--- src/rtl/pmu_pkg.sv ---
package pmu_pkg;
    localparam int CYC_IDX = 31;
    localparam int SEL_W   = 5;

    typedef enum logic [3:0] {
        A_CTRL    = 4'd0,
        A_CEN_SET = 4'd1,
        A_CEN_CLR = 4'd2,
        A_IEN_SET = 4'd3,
        A_IEN_CLR = 4'd4,
        A_OVF     = 4'd5,
        A_SEL     = 4'd6,
        A_DATA    = 4'd7,
        A_TYPE    = 4'd8,
        A_UACC    = 4'd9
    } reg_addr_e;
endpackage

--- src/rtl/pmu_counter.sv ---
module pmu_counter #(
    parameter int W = 32
) (
    input  logic         clk,
    input  logic         rst_n,
    input  logic         inc,
    input  logic         clr,
    input  logic         ld,
    input  logic [W-1:0] ld_val,
    output logic [W-1:0] count,
    output logic         wrap
);
    logic [W-1:0] cnt_d, cnt_q;

    always_comb begin
        cnt_d = cnt_q;
        if (clr)      cnt_d = '0;
        else if (ld)  cnt_d = ld_val;
        else if (inc) cnt_d = cnt_q + 1'b1;
    end

    always_ff @(posedge clk or negedge rst_n) begin
        if (!rst_n) cnt_q <= '0;
        else        cnt_q <= cnt_d;
    end

    assign count = cnt_q;
    assign wrap  = inc && !clr && !ld && (&cnt_q);

    // a plain increment advances by exactly one
    p_step_r5: assert property (@(posedge clk) disable iff (!rst_n)
        (inc && !clr && !ld) |=> (count == $past(count) + 1'b1));
endmodule

--- src/rtl/pmu_prescale.sv ---
module pmu_prescale #(
    parameter int PRE_W = 6
) (
    input  logic clk,
    input  logic rst_n,
    input  logic run,
    input  logic clr,
    output logic tick
);
    logic [PRE_W-1:0] pre_d, pre_q;

    always_comb begin
        pre_d = pre_q;
        if (clr)      pre_d = '0;
        else if (run) pre_d = pre_q + 1'b1;
    end

    always_ff @(posedge clk or negedge rst_n) begin
        if (!rst_n) pre_q <= '0;
        else        pre_q <= pre_d;
    end

    assign tick = run && !clr && (&pre_q);

    // prescaled ticks never come on adjacent edges
    p_tick_gap_r6: assert property (@(posedge clk) disable iff (!rst_n)
        tick |=> !tick);
endmodule

--- src/rtl/perfmon_unit.sv ---
module perfmon_unit #(
    parameter int          NUM_CTR    = 4,
    parameter int          NUM_EVT    = 8,
    parameter int          DATA_W     = 32,
    parameter int          ADDR_W     = 4,
    parameter int          FILT_W     = 8,
    parameter int          PRE_W      = 6,
    parameter logic [7:0]  IMPL_CODE  = 8'hA5,
    parameter logic [7:0]  IDENT_CODE = 8'h3C
) (
    input  logic              clk,
    input  logic              rst_n,
    input  logic [ADDR_W-1:0] addr,
    input  logic              we,
    input  logic [DATA_W-1:0] wdata,
    output logic [DATA_W-1:0] rdata,
    input  logic [NUM_EVT-1:0] evt,
    output logic              irq
);
    import pmu_pkg::*;

    localparam int EVT_W = (NUM_EVT > 1) ? $clog2(NUM_EVT) : 1;
    localparam logic [DATA_W-1:0] VALID =
        {1'b1, {(DATA_W-1-NUM_CTR){1'b0}}, {NUM_CTR{1'b1}}};

    typedef struct packed {
        logic                            gen_en;
        logic                            div64;
        logic [DATA_W-1:0]               cen;
        logic [DATA_W-1:0]               ien;
        logic [DATA_W-1:0]               ovf;
        logic [SEL_W-1:0]                sel;
        logic [NUM_CTR-1:0][EVT_W-1:0]   etype;
        logic [FILT_W-1:0]               filt;
        logic                            uacc;
    } regs_t;

    regs_t r_d, r_q;

    logic wr_ctrl, wr_cen_s, wr_cen_c, wr_ien_s, wr_ien_c;
    logic wr_ovf, wr_sel, wr_data, wr_type, wr_uacc;
    logic sel_cyc;
    logic [DATA_W-1:0] ovf_clr, wrap_vec;

    assign wr_ctrl  = we && (addr == ADDR_W'(A_CTRL));
    assign wr_cen_s = we && (addr == ADDR_W'(A_CEN_SET));
    assign wr_cen_c = we && (addr == ADDR_W'(A_CEN_CLR));
    assign wr_ien_s = we && (addr == ADDR_W'(A_IEN_SET));
    assign wr_ien_c = we && (addr == ADDR_W'(A_IEN_CLR));
    assign wr_ovf   = we && (addr == ADDR_W'(A_OVF));
    assign wr_sel   = we && (addr == ADDR_W'(A_SEL));
    assign wr_data  = we && (addr == ADDR_W'(A_DATA));
    assign wr_type  = we && (addr == ADDR_W'(A_TYPE));
    assign wr_uacc  = we && (addr == ADDR_W'(A_UACC));
    assign sel_cyc  = (r_q.sel == SEL_W'(CYC_IDX));
    assign ovf_clr  = wr_ovf ? (wdata & VALID) : '0;

    // ---- event counters ----
    logic [NUM_CTR-1:0][DATA_W-1:0] ev_cnt;
    logic [NUM_CTR-1:0]             ev_wrap;
    logic                           clr_ev;
    assign clr_ev = wr_ctrl && wdata[1];

    for (genvar i = 0; i < NUM_CTR; i++) begin : g_ev
        logic inc_i;
        assign inc_i = r_q.gen_en && r_q.cen[i] && evt[r_q.etype[i]];
        pmu_counter #(.W(DATA_W)) u_ctr (
            .clk    (clk),
            .rst_n  (rst_n),
            .inc    (inc_i),
            .clr    (clr_ev),
            .ld     (wr_data && (r_q.sel == SEL_W'(i))),
            .ld_val (wdata),
            .count  (ev_cnt[i]),
            .wrap   (ev_wrap[i])
        );
    end

    // ---- cycle counter with prescale ----
    logic [DATA_W-1:0] cyc_cnt;
    logic cyc_wrap, cyc_run, pre_tick, clr_cyc;
    assign clr_cyc = wr_ctrl && wdata[2];
    assign cyc_run = r_q.gen_en && r_q.cen[CYC_IDX];

    pmu_prescale #(.PRE_W(PRE_W)) u_pre (
        .clk   (clk),
        .rst_n (rst_n),
        .run   (cyc_run && r_q.div64),
        .clr   (clr_cyc),
        .tick  (pre_tick)
    );

    pmu_counter #(.W(DATA_W)) u_cyc (
        .clk    (clk),
        .rst_n  (rst_n),
        .inc    (cyc_run && (!r_q.div64 || pre_tick)),
        .clr    (clr_cyc),
        .ld     (wr_data && sel_cyc),
        .ld_val (wdata),
        .count  (cyc_cnt),
        .wrap   (cyc_wrap)
    );

    always_comb begin
        wrap_vec = '0;
        wrap_vec[NUM_CTR-1:0] = ev_wrap;
        wrap_vec[CYC_IDX]     = cyc_wrap;
    end

    // ---- next-state of the register file ----
    always_comb begin
        r_d = r_q;
        if (wr_ctrl) begin
            r_d.gen_en = wdata[0];
            r_d.div64  = wdata[3];
        end
        if (wr_cen_s) r_d.cen = r_q.cen | (wdata & VALID);
        if (wr_cen_c) r_d.cen = r_q.cen & ~(wdata & VALID);
        if (wr_ien_s) r_d.ien = r_q.ien | (wdata & VALID);
        if (wr_ien_c) r_d.ien = r_q.ien & ~(wdata & VALID);
        r_d.ovf = (r_q.ovf & ~ovf_clr) | wrap_vec;
        if (wr_sel)  r_d.sel  = wdata[SEL_W-1:0];
        if (wr_uacc) r_d.uacc = wdata[0];
        if (wr_type) begin
            if (sel_cyc) r_d.filt = wdata[FILT_W-1:0];
            for (int i = 0; i < NUM_CTR; i++)
                if (r_q.sel == SEL_W'(i)) r_d.etype[i] = wdata[EVT_W-1:0];
        end
    end

    always_ff @(posedge clk or negedge rst_n) begin
        if (!rst_n) r_q <= '0;
        else        r_q <= r_d;
    end

    // ---- read mux ----
    logic [DATA_W-1:0] win_data, win_type;
    always_comb begin
        win_data = '0;
        win_type = '0;
        if (sel_cyc) begin
            win_data = cyc_cnt;
            win_type = DATA_W'(r_q.filt);
        end
        for (int i = 0; i < NUM_CTR; i++) begin
            if (r_q.sel == SEL_W'(i)) begin
                win_data = ev_cnt[i];
                win_type = DATA_W'(r_q.etype[i]);
            end
        end
    end

    always_comb begin
        rdata = '0;
        case (addr)
            ADDR_W'(A_CTRL):    rdata = {IMPL_CODE, IDENT_CODE, 5'(NUM_CTR), 5'b0,
                                         2'b00, r_q.div64, 2'b00, r_q.gen_en};
            ADDR_W'(A_CEN_SET),
            ADDR_W'(A_CEN_CLR): rdata = r_q.cen;
            ADDR_W'(A_IEN_SET),
            ADDR_W'(A_IEN_CLR): rdata = r_q.ien;
            ADDR_W'(A_OVF):     rdata = r_q.ovf;
            ADDR_W'(A_SEL):     rdata = DATA_W'(r_q.sel);
            ADDR_W'(A_DATA):    rdata = win_data;
            ADDR_W'(A_TYPE):    rdata = win_type;
            ADDR_W'(A_UACC):    rdata = DATA_W'(r_q.uacc);
            default:            rdata = '0;
        endcase
    end

    assign irq = |(r_q.ovf & r_q.ien);

    // with the global enable off and no bus write to counters, counts hold
    p_gate_r4: assert property (@(posedge clk) disable iff (!rst_n)
        (!r_q.gen_en && !wr_data && !wr_ctrl) |=> ($stable(ev_cnt) && $stable(cyc_cnt)));

    // a status bit not written with 1 stays set
    p_ovf_hold_r11: assert property (@(posedge clk) disable iff (!rst_n)
        1'b1 |=> ((r_q.ovf & $past(r_q.ovf & ~ovf_clr)) == $past(r_q.ovf & ~ovf_clr)));

    // reset strobes read as zero, counter count field is fixed
    p_ctrl_ro_r7: assert property (@(posedge clk) disable iff (!rst_n)
        (addr == ADDR_W'(A_CTRL)) |-> (rdata[2:1] == 2'b00 && rdata[15:11] == 5'(NUM_CTR)));
endmodule

--- config.mk ---
export PLATFORM = sky130hd
export DESIGN_NAME = perfmon_unit
export DESIGN_NICKNAME = d
export VERILOG_FILES = /design/src/rtl/pmu_pkg.sv /design/src/rtl/pmu_counter.sv /design/src/rtl/pmu_prescale.sv /design/src/rtl/perfmon_unit.sv
export SDC_FILE = /design/constraint.sdc
export NUM_CORES = 1
export LEC_CHECK = 0
export BUFFER_PORTS_ARGS = -buffer_cell sky130_fd_sc_hd__buf_2
export CORE_MARGIN = 5
export CORE_UTILIZATION = 50
export DETAILED_ROUTE_END_ITERATION = 16
export HOLD_SLACK_MARGIN = 0.08
export PLACE_DENSITY_LB_ADDON = 0.05
export SYNTH_ARGS = -nofsm -noshare
export SYNTH_HDL_FRONTEND = slang
export SYNTH_SLANG_ARGS = --single-unit
--- constraint.sdc ---
create_clock -name clk -period 4.3 [get_ports clk]
set_input_delay 0.86 -clock clk [delete_from_list [all_inputs] [get_ports clk]]
set_output_delay 0.86 -clock clk [all_outputs]
set_load 0.005 [all_outputs]
Word-level counts from Yosys, hierarchy flattened. Cells that the tools add are included.

Add/sub/neg operators: 6. $mul: 0. Divide/modulo/power cells: 0. $lt $le $gt $ge: 4. Equality and inequality tests: 13. Shift-type cells: 0. Multiplexer cells: 41. Bitwise logic cells: 9. Reductions and logical operators: 78.

Operator list (count): $mux 32 (26); $pmux 32 s8 (1); $add 32x1->32 const B (5); $reduce_and 32->1 (5); $and 32x32->32 (4); $or 32x32->32 (3); $not 32->32 (2); $logic_and 1x1->1 (45); $mux 8 (4); $reduce_or 32->1 (1); $eq 4x3->1 const B (4); $lt 3x4->1 const B (4); $reduce_bool 3->1 (5); $bmux 1 s3 (4); $mux 6 (2); $eq 5x2->1 const B (2); $reduce_and 2->1 (5); $eq 4x2->1 const B (2); $eq 4x4->1 const B (2); $logic_not 1->1 (8); $add 6x1->6 const B (1); $reduce_and 6->1 (1); $reduce_bool 2->1 (3); $eq 5x1->1 const B (1); 7 further kinds (11).

Flip-flop bits (word level): 290. Bits in latches: 0. Bits in writable memories: 0. ROM bits: 0. Input bits: 47. Output and inout bits: 33. Logic and storage cells: 169. Memories kept: 0.

Logic depth before layout (Yosys ltp). Gate-level depths: netlist of the first run.

Word-level depth: 12. Mapped depth: 9. Depth with buffers taken out: 7.

Hierarchy. A second synthesis of the first run with hierarchy kept.

Cell total of the unflattened synthesis: 1820. Area, all modules: 15167.0 um^2.

By module, submodules not included: pmu_counter (g_ev[0].u_ctr ...) (times used 4, cells an instance 251, area each 2150.8 um^2, sequential area each 800.8 um^2); perfmon_unit (times used 1, cells an instance 534, area each 4116.4 um^2, sequential area each 1076.0 um^2); pmu_counter (u_cyc) (times used 1, cells an instance 254, area each 2164.6 um^2, sequential area each 800.8 um^2); pmu_prescale (times used 1, cells an instance 28, area each 282.8 um^2, sequential area each 150.1 um^2).

Worst setup path after synthesis of the first run. Ideal clock, no wire load.

Path kind: input port to output port. From: input addr[2]. To: output rdata[30]. Data arrival time: 2.285 ns. Data required time: 3.440 ns. Slack: 1.155 ns. Stages on the path: 7. Path buffers: 3. Cells stage by stage: clkbuf_1 -> nor2b_1 -> clkbuf_1 -> and3_1 -> clkbuf_1 -> o221ai_1 -> nor3_1.

Longest elaborated chain between the ends: 3. Elaborated cells on any way between the ends: 13. Classes of those cells: eq/ne (9); mux (1); reduce/logical (3).

RTL lines: start, declared (line perfmon_unit.sv:13) `input logic [ADDR_W-1:0] addr,`; $eq 4x2->1, or another cell as far along (line perfmon_unit.sv:155) `case (addr)`; $reduce_or 2->1 (line perfmon_unit.sv:155); $pmux 32 s8 (*) (line perfmon_unit.sv:155); end, declared (line perfmon_unit.sv:16) `output logic [DATA_W-1:0] rdata,`.

Every way passes the cells marked *; elsewhere a longest branch is shown, timed or not.

Final worst setup path of the first run.
From: register r_q[24] (netlist name). To: output rdata[17].

Longest elaborated chain between the ends: 7. Elaborated cells on any way between the ends: 11. Classes of those cells: eq/ne (4); mux (6); reduce/logical (1).

RTL lines: start, declared (line perfmon_unit.sv:38) `regs_t r_d, r_q;`; start signal, assigned (line perfmon_unit.sv:133) `else r_q <= r_d;`; $eq 5x5->1 (line perfmon_unit.sv:55) `assign sel_cyc = (r_q.sel == SEL_W'(CYC_IDX));`; $mux 32 (line perfmon_unit.sv:141) `if (sel_cyc) begin`; $mux 32 (3 in a row) (line perfmon_unit.sv:146) `if (r_q.sel == SEL_W'(i)) begin`; $mux 32 (*) (line perfmon_unit.sv:146); $pmux 32 s8 (*) (line perfmon_unit.sv:155).

Marks and branches as above.

==> metrics.yaml, run 1 <==
ctsResizeCount: 0
clock_sinks: 209
ys_seq_area_frac: 0.3965
nets: 1668
powerDensity_mw_per_mm2: 462.3
synthCells: 1578
avgSynthCellArea_sq_um: 8.359
nFillCells: 2439
synth-seq-cells: 209
fmaxAchievable_mhz: 249.8
root_buffer: "clkbuf_16"
htree_levels: 1
status: "finished clean"
synth_edf_count: 0
hold_viol: 0
min_path_type: "in -> async"
cts_hold_buf: 0
cts_buffer_depth: 3
ant_nets: 0
syn_nets: 1631
die_y_um: 172.4
synth_area_leaders: "dfrtp_1 (40%), o21ai_0 (7.9%), xnor2_1 (7.2%), a21oi_1 (7.1%), nand2_1 (4.6%)"
r2r_start: "u_cyc.count[0]"
start_util: 0.5076
grt_pass1_vias: 11820
cp_max_fo: 15
vdd_drop_max_uv: 297.6
crit_required_ns: 3.44
drtPass1Iterations: 5
drc: 0
wl_per_cell_um: 23.66
fin_crit_sh: 0.9311
drv_slew: 0
rows: 59
crit_path_end_kind: "output port"
drt_iter0_markers: 1412
grt_usage: 0.3132
synth-main-ff-cell: "dfrtp_1"
worst_pin_slew_ns: 1.078
relSlewSlack: 0.2759
cp-start-kind: "register"
syn_area_sq_mm: 0.01319
area_growth_pct: 12.26
ys_warn_count: 0
rsz0062_at_grt: "no"
antenna_found_initial: 0
core-area_sq_mm: 0.02598
ys_types: 62
cts_setup_buffers: 0
clkTransAtPathRegs_ns: 0.06
grt_max_degree: 96
drv_cap: 0
async_flop_share: 1.000
synthDominantCellAreaShare: 0.3965
worstRegToRegCells: 7
cts_tree: "yes"
insertion_delay_ns: 0.54
place_congestion: 0.9507
final_common_cell: "dfrtp_1"
power.total_mw: 6.846
reg2reg_to: "u_cyc.count[28]"
dieArea_sq_mm: 0.02973
num_vias: 12470
yosys.area.top_type: "dfrtp_1"
dp.final_hpwl_mm: 33.49
overflow: 0
numCtsBuffers: 26
arrival_ns: 3.14
fin_worst_skew_ns: 0.01160
port_buffers: 79
startpoint: "r_q[24]"
insertedDiodeCount: 0
viasPerCell: 6.334
power_leakage_nw: 5.851
final_layout_size_suffix_gt1_frac: 0.1389
tns_ns: 0
drt_wl_total_mm: 46.59
rrSetupSlack_ns: 1.41
crit_type: "reg -> out"
top_level_ports: 80
die_x_um: 172.4
grt_pass1_wl_mm: 71.55
setup_viol: 0
final_cell_mix: "dfrtp_1 (209), o21ai_0 (207), a21oi_1 (187), nand2_1 (157), xnor2_1 (108)"
fin_crit_ns: 4.004
==> power by group <==
part	internal [mW]	total [mW]	leakage (nW)	switching [mW]
sequential	2.38	3.02	2.72	0.639
combinational	0.663	1.49	2.68	0.824
clock	1.44	2.34	0.448	0.898
==> sequential cells by signal (all words and copies together), names as in the netlist, named ones only <==
signal,cells
u_pre.pre_q,6
r_q,33
g_ev.u_ctr.count,128
u_cyc.count,32
==> critical path: stages (launching register included) <==
cell and delay [ns]:
dfrtp_1 0.45, or3_1 0.45, nor3_4 0.63, buf_4 0.31
a221oi_1 0.11, nand2_1 0.19, o21ai_0 0.15, a21oi_1 0.17
buf_2 0.14
==> cell type report <==
| class | instances | area [sq um] | share of cell area |
|---|---|---|---|
| multi-input cells | 1236 | 7476 | 0.5049 |
| well taps | 335 | 419.2 | 0.02831 |
| clock inverters | 7 | 110.1 | 0.007436 |
| flip-flops and latches | 209 | 5230 | 0.3532 |
| repair buffers | 115 | 675.6 | 0.04563 |
| inverters | 27 | 101.3 | 0.006845 |
| clock buffers | 40 | 794.5 | 0.05366 |
==> metal layers <==
layer	global-route usage	vias up	wire length [um]
li1	-	5782	-
met1	0.4663	6056	20510
met2	0.4702	553	20350
met3	0.05990	81	4467
met4	0.07929	0	1261
met5	0	-	0
==> worst max-delay path by stage <==
stage / endpoint
after global placement: rdata[30]
final: rdata[17]
after global routing: rdata[16]
after CTS: rdata[17]
after detailed placement: rdata[30]
after floorplan: rdata[30]
==> kinds of logic (layout without fill, tap and decap cells) <==
group / after synthesis / after routing / share of synthesized area
AND/OR/NAND/NOR: 529 / 529 / 0.1970
adder cells (fa/ha/maj): 7 / 7 / 0.006450
AO/OA/AOI/OAI: 480 / 480 / 0.2041
flip-flops: 209 / 209 / 0.3965
XOR/XNOR: 156 / 156 / 0.1036
buffers and inverters: 133 / 189 / 0.03927
multiplexers: 64 / 64 / 0.05303
==> metrics by stage <==
step	hold WS [ns]	area (sq um)	utilization	setup WS [ns]	std cells
global placement	0.4886	13900	0.5350	0.7357	1922
global route	0.4024	14810	0.5698	0.2156	1969
detailed placement	0.4933	13900	0.5350	0.6732	1922
finish	0.3089	14810	0.5698	0.2964	1969
CTS	0.3918	14810	0.5698	0.3256	1969
floorplan	0.4586	13190	-	1.155	1578
==> cell usage after synthesis (3+ instances only) <==
cell type  number
dfrtp_1       209
o21ai_0       207
a21oi_1       187
nand2_1       162
xnor2_1       108
nor2_1         92
clkbuf_1       90
nand3_1        72
nor3_1         51
nand4_1        50
xor2_1         48
mux2_2         47
a221oi_1       29
inv_1          27
nor4_1         21
and3_1         20
mux2i_1        17
nor2b_1        14
a22oi_1        11
and4_1          9
buf_2           9
and2_1          7
o22ai_1         7
or3_1           7
a31oi_1         6
ha_1            6
buf_1           5
nor3b_1         4
o221ai_1        4
a222oi_1        3
a22o_1          3
a2bb2oi_1       3
nand2b_1        3
nor3_2          3
or2_2           3
Power figures use the tool's default switching activity.
==> run 2, diff against run 1 <==
- CORE_UTILIZATION: 50 -> 35
==> metrics.yaml, run 2 (synthesis results as in run 1) <==
rsz0062_at_grt: "no"  # unchanged
fin_crit_sh: 0.9441  # was 0.9311
worstRegToRegCells: 7  # unchanged
power.total_mw: 6.924  # was 6.846 mW
fin_worst_skew_ns: 0.01158  # was 0.01160 ns
fin_crit_ns: 4.060  # was 4.004 ns
startpoint: "r_q[24]"  # unchanged
die_x_um: 204.1  # was 172.4 um
drv_slew: 0  # unchanged
cts_hold_buf: 0  # unchanged
cts_tree: "yes"  # unchanged
final_common_cell: "dfrtp_1"  # unchanged
dieArea_sq_mm: 0.04167  # was 0.02973 sq mm
dp.cells: 2107  # was 1922
powerDensity_mw_per_mm2: 457.6  # was 462.3 mW/mm^2
numCtsBuffers: 28  # was 26
top_level_ports: 80  # unchanged
drc: 0  # unchanged
insertedDiodeCount: 0  # unchanged
grt_pass1_wl_mm: 82.04  # was 71.55 mm
die_y_um: 204.1  # was 172.4 um
status: "finished clean"  # unchanged
grt_usage: 0.2601  # was 0.3132
place_area_sq_mm: 0.01422  # was 0.01390 sq mm
viasPerCell: 5.831  # was 6.334
min_path_type: "in -> async"  # unchanged
clkTransAtPathRegs_ns: 0.06  # about the same
cts_setup_buffers: 0  # unchanged
core-area_sq_mm: 0.03740  # was 0.02598 sq mm
crit_path_end_kind: "output port"  # unchanged
cp_max_fo: 13  # was 15
hold_viol: 0  # unchanged
clock_sinks: 209  # unchanged
crit_required_ns: 3.44  # about the same
reg2reg_to: "g_ev[0].u_ctr.count[7]"  # was u_cyc.count[28]
crit_type: "reg -> out"  # unchanged
wl_per_cell_um: 25.68  # was 23.66 um
htree_levels: 1  # unchanged
rows: 71  # was 59
whs_ns: 0.2089  # was 0.3089 ns
fin_cells: 2154  # was 1969
r2r_start: "r_q[24]"  # was u_cyc.count[0]
insertion_delay_ns: 0.56  # was 0.54 ns
start_util: 0.3527  # was 0.5076
drt_wl_total_mm: 55.31  # was 46.59 mm
final_cell_mix: "dfrtp_1 (209), o21ai_0 (207), a21oi_1 (187), nand2_1 (157), xnor2_1 (108)"  # unchanged
area_growth_pct: 14.71  # was 12.26%
nets: 1679  # was 1668
pre_cts_ws_ns: 0.7397  # was 0.6732 ns
num_vias: 12560  # was 12470
drv_cap: 0  # unchanged
root_buffer: "clkbuf_16"  # unchanged
worst_pin_slew_ns: 1.098  # was 1.078 ns
dp.final_hpwl_mm: 38.78  # was 33.49 mm
rrSetupSlack_ns: 1.40  # was 1.41 ns
drt_iter0_markers: 1020  # was 1412
cts_buffer_depth: 3  # unchanged
setup_slack_ns: 0.2403  # was 0.2964 ns
grt_max_degree: 109  # was 96
relSlewSlack: 0.2660  # was 0.2759
fmaxAchievable_mhz: 246.3  # was 249.8 MHz
fin_util: 0.4046  # was 0.5698
drtPass1Iterations: 7  # was 5
overflow: 0  # unchanged
arrival_ns: 3.20  # was 3.14 ns
final_cell_area_sq_mm: 0.01513  # was 0.01481 sq mm
tns_ns: 0  # unchanged
place_congestion: 0.8868  # was 0.9507
vdd_drop_max_uv: 309.5  # was 297.6 uV
nFillCells: 3867  # was 2439
power_leakage_nw: 5.909  # was 5.851 nW
ctsResizeCount: 0  # unchanged
ant_nets: 0  # unchanged
setup_viol: 0  # unchanged
grt_pass1_vias: 12470  # was 11820
cp-endpoint: "rdata[2]"  # was rdata[17]
port_buffers: 79  # unchanged
antenna_found_initial: 0  # unchanged
largest_reg_flops: 128  # unchanged
final_layout_size_suffix_gt1_frac: 0.1461  # was 0.1389
cp-start-kind: "register"  # unchanged
## run 2: worst min path at each step
stage	startpoint	end	slack, ns	cells after the start
finish	rst_n	u_cyc.count[29]	0.21	1
global route	rst_n	u_cyc.count[26]	0.24	1
CTS	rst_n	u_cyc.count[29]	0.23	1
detailed placement	r_q[6]	r_q[6]	0.50	1
global placement	r_q[6]	r_q[6]	0.49	1
floorplan	r_q[28]	r_q[28]	0.46	2
## run 2: power by group
part	total (mW)	switching (mW)	internal [mW]
registers	2.99	0.607	2.38
logic	1.56	0.888	0.674
clock network	2.37	0.938	1.44
total	6.92	2.43	4.49
## run 2: routing by layer
metal / track usage / routed length [um]
met5: 0 / 0
met4: 0.09213 / 2180
met3: 0.04998 / 3461
met2: 0.4145 / 25310
met1: 0.3548 / 24350
## run 2: cell type report
type / instances / area (sq um) / area share
tap: 511 / 639.4 / 0.04226
timing repair buffer: 124 / 755.7 / 0.04995
multi-input combinational: 1236 / 7492 / 0.4952
inverter: 27 / 101.3 / 0.006698
sequential: 209 / 5230 / 0.3457
clock inverter: 7 / 85.08 / 0.005623
clock buffer: 40 / 827.0 / 0.05466
## run 2: critical path, cell delays in order (launching register included)
cell and delay [ns]:
dfrtp_1 0.44, nor3_2 0.60, nand3_1 0.77, o21ai_0 0.41
o221ai_1 0.21, buf_2 0.20
==> run 3, diff against run 2 <==
- REMOVE_ABC_BUFFERS: not set -> 1
==> metrics.yaml, run 3 (synthesis results as in run 1) <==
status: "finished clean"  # unchanged
powerDensity_mw_per_mm2: 452.9  # was 457.6 mW/mm^2
grt_max_degree: 118  # was 109
fin_cells: 2157  # was 2154
num_vias: 12150  # was 12560
power.total_mw: 6.868  # was 6.924 mW
root_buffer: "clkbuf_16"  # unchanged
grt_pass1_wl_mm: 78.23  # was 82.04 mm
intPower_mw: 4.536  # was 4.492 mW
top_level_ports: 80  # unchanged
cp-start-kind: "register"  # unchanged
cp_max_fo: 11  # was 13
overflow: 0  # unchanged
rsz0062_at_grt: "no"  # unchanged
ant_nets: 0  # unchanged
viasPerCell: 5.631  # was 5.831
p_switching_mw: 2.332  # was 2.432 mW
drc: 0  # unchanged
wl_per_cell_um: 23.75  # was 25.68 um
pre_cts_ws_ns: 0.3922  # was 0.7397 ns
grt_pass1_vias: 12110  # was 12470
fin_crit_sh: 0.9150  # was 0.9441
cts_hold_buf: 0  # unchanged
insertion_delay_ns: 0.57  # was 0.56 ns
power_frac_seq: 0.433  # was 0.431
cts_tree: "yes"  # unchanged
area_growth_pct: 14.98  # was 14.71%
clkTransAtPathRegs_ns: 0.06  # about the same
worst_pin_slew_ns: 1.333  # was 1.098 ns
fin_worst_skew_ns: 0.02636  # was 0.01158 ns
p_clk_frac: 0.350  # was 0.343
hold_viol: 0  # unchanged
tns_ns: 0  # unchanged
dp.cells: 2109  # was 2107
fin_crit_ns: 3.935  # was 4.060 ns
final_common_cell: "dfrtp_1"  # unchanged
rows: 71  # unchanged
core-area_sq_mm: 0.03740  # unchanged
vdd_drop_max_uv: 316.4  # was 309.5 uV
busiest_layer: "met2"  # unchanged
cts_setup_buffers: 0  # unchanged
drtPass1Iterations: 5  # was 7
drt_wl_total_mm: 51.22  # was 55.31 mm
insertedDiodeCount: 0  # unchanged
min_path_type: "in -> async"  # unchanged
drv_cap: 0  # unchanged
cts_buffer_depth: 3  # unchanged
grt_util_met1: 0.3426  # was 0.3548
antenna_found_initial: 1  # was 0
die_x_um: 204.1  # unchanged
clock_sinks: 209  # unchanged
met3_usage: 0.04840  # was 0.04998
power_leakage_nw: 5.924  # was 5.909 nW
largest_reg_flops: 128  # unchanged
die_y_um: 204.1  # unchanged
setup_slack_ns: 0.3654  # was 0.2403 ns
swShare: 0.3396  # was 0.3513
htree_levels: 1  # unchanged
use_met2: 0.3833  # was 0.4145
drt_iter0_markers: 844  # was 1020
setup_viol: 0  # unchanged
grt_usage: 0.2449  # was 0.2601
numCtsBuffers: 27  # was 28
dieArea_sq_mm: 0.04167  # unchanged
p_comb_frac: 0.217  # was 0.226
crit_required_ns: 3.44  # about the same
crit_path_end_kind: "output port"  # unchanged
worstRegToRegCells: 7  # unchanged
ctsResizeCount: 0  # unchanged
crit_type: "reg -> out"  # unchanged
arrival_ns: 3.07  # was 3.20 ns
drv_slew: 0  # unchanged
final_layout_size_suffix_gt1_frac: 0.1476  # was 0.1461
start_util: 0.3527  # unchanged
dp.final_hpwl_mm: 36.05  # was 38.78 mm
relSlewSlack: 0.1032  # was 0.2660
port_buffers: 79  # unchanged
nets: 1680  # was 1679
final_cell_mix: "dfrtp_1 (209), o21ai_0 (207), a21oi_1 (187), nand2_1 (157), xnor2_1 (108)"  # unchanged
place_congestion: 0.8374  # was 0.8868
fmaxAchievable_mhz: 254.2  # was 246.3 MHz
run 3: cell count changes in the layout (fill, tap and decap cells not counted), sizes merged:
cell / previous run / this run
bufinv: 2 / 3
inv: 27 / 28
buf: 124 / 126
clkbuf: 40 / 41
clkinv: 5 / 3
run 3: final cells by class:
cell class,count,area (sq um)
clock buffer,41,818.3
sequential,209,5230
clock inverter,7,113.9
timing repair buffer,126,770.7
tap,511,639.4
fill,3853,22230
multi-input combinational,1236,7492
inverter,27,101.3
run 3: per-layer routing:
layer  vias to the layer above  wire length (um)  share of wire
li1                       5814                 -              -
met1                      5934             23500           0.46
met2                       303             22920           0.45
met3                        94              2821          0.055
met4                         0              1981          0.039
met5                         -                 0              0
run 3: final timing paths:
| kind | slack (ns) | startpoint | to |
|---|---|---|---|
| setup / recovery | 0.37 | r_q[24] | rdata[29] |
| hold / removal | 0.41 | rst_n | g_ev[3].u_ctr.count[8] |
| setup reg to reg | 1.03 | u_cyc.count[0] | u_cyc.count[26] |
| hold reg to reg | 0.51 | r_q[1] | r_q[1] |
| max in group asynchronous | 2.92 | rst_n | r_q[122] |
| min in group clk | 0.51 | r_q[1] | r_q[1] |
run 3: metrics by stage:
step,hold slack [ns],utilization,area (sq um)
2_1_floorplan,0.4584,-,12770
3_3_place_gp,0.4868,0.3806,14230
3_5_place_dp,0.4953,0.3806,14230
4_1_cts,0.4652,0.4055,15170
5_1_grt,0.4960,0.4055,15170
6_report,0.4066,0.4055,15170
run 3: power by group through the flow:
stage          sequential [mW]  combinational, mW  clock, mW
2_1_floorplan             2.82               1.00          0
3_3_place_gp              2.99               1.47          0
3_5_place_dp              2.99               1.49          0
4_1_cts                   2.96               1.50       2.45
5_1_grt                   3.04               1.67       2.52
6_report                  2.97               1.49       2.41
run 3: critical path, stage by stage (launching register included):
cell	delay, ns
dfrtp_1	0.45
or3_1	0.51
nor2_2	0.52
buf_4	0.37
nand2_1	0.09
nand2_1	0.06
a221oi_1	0.05
o21ai_0	0.29
buf_2	0.18
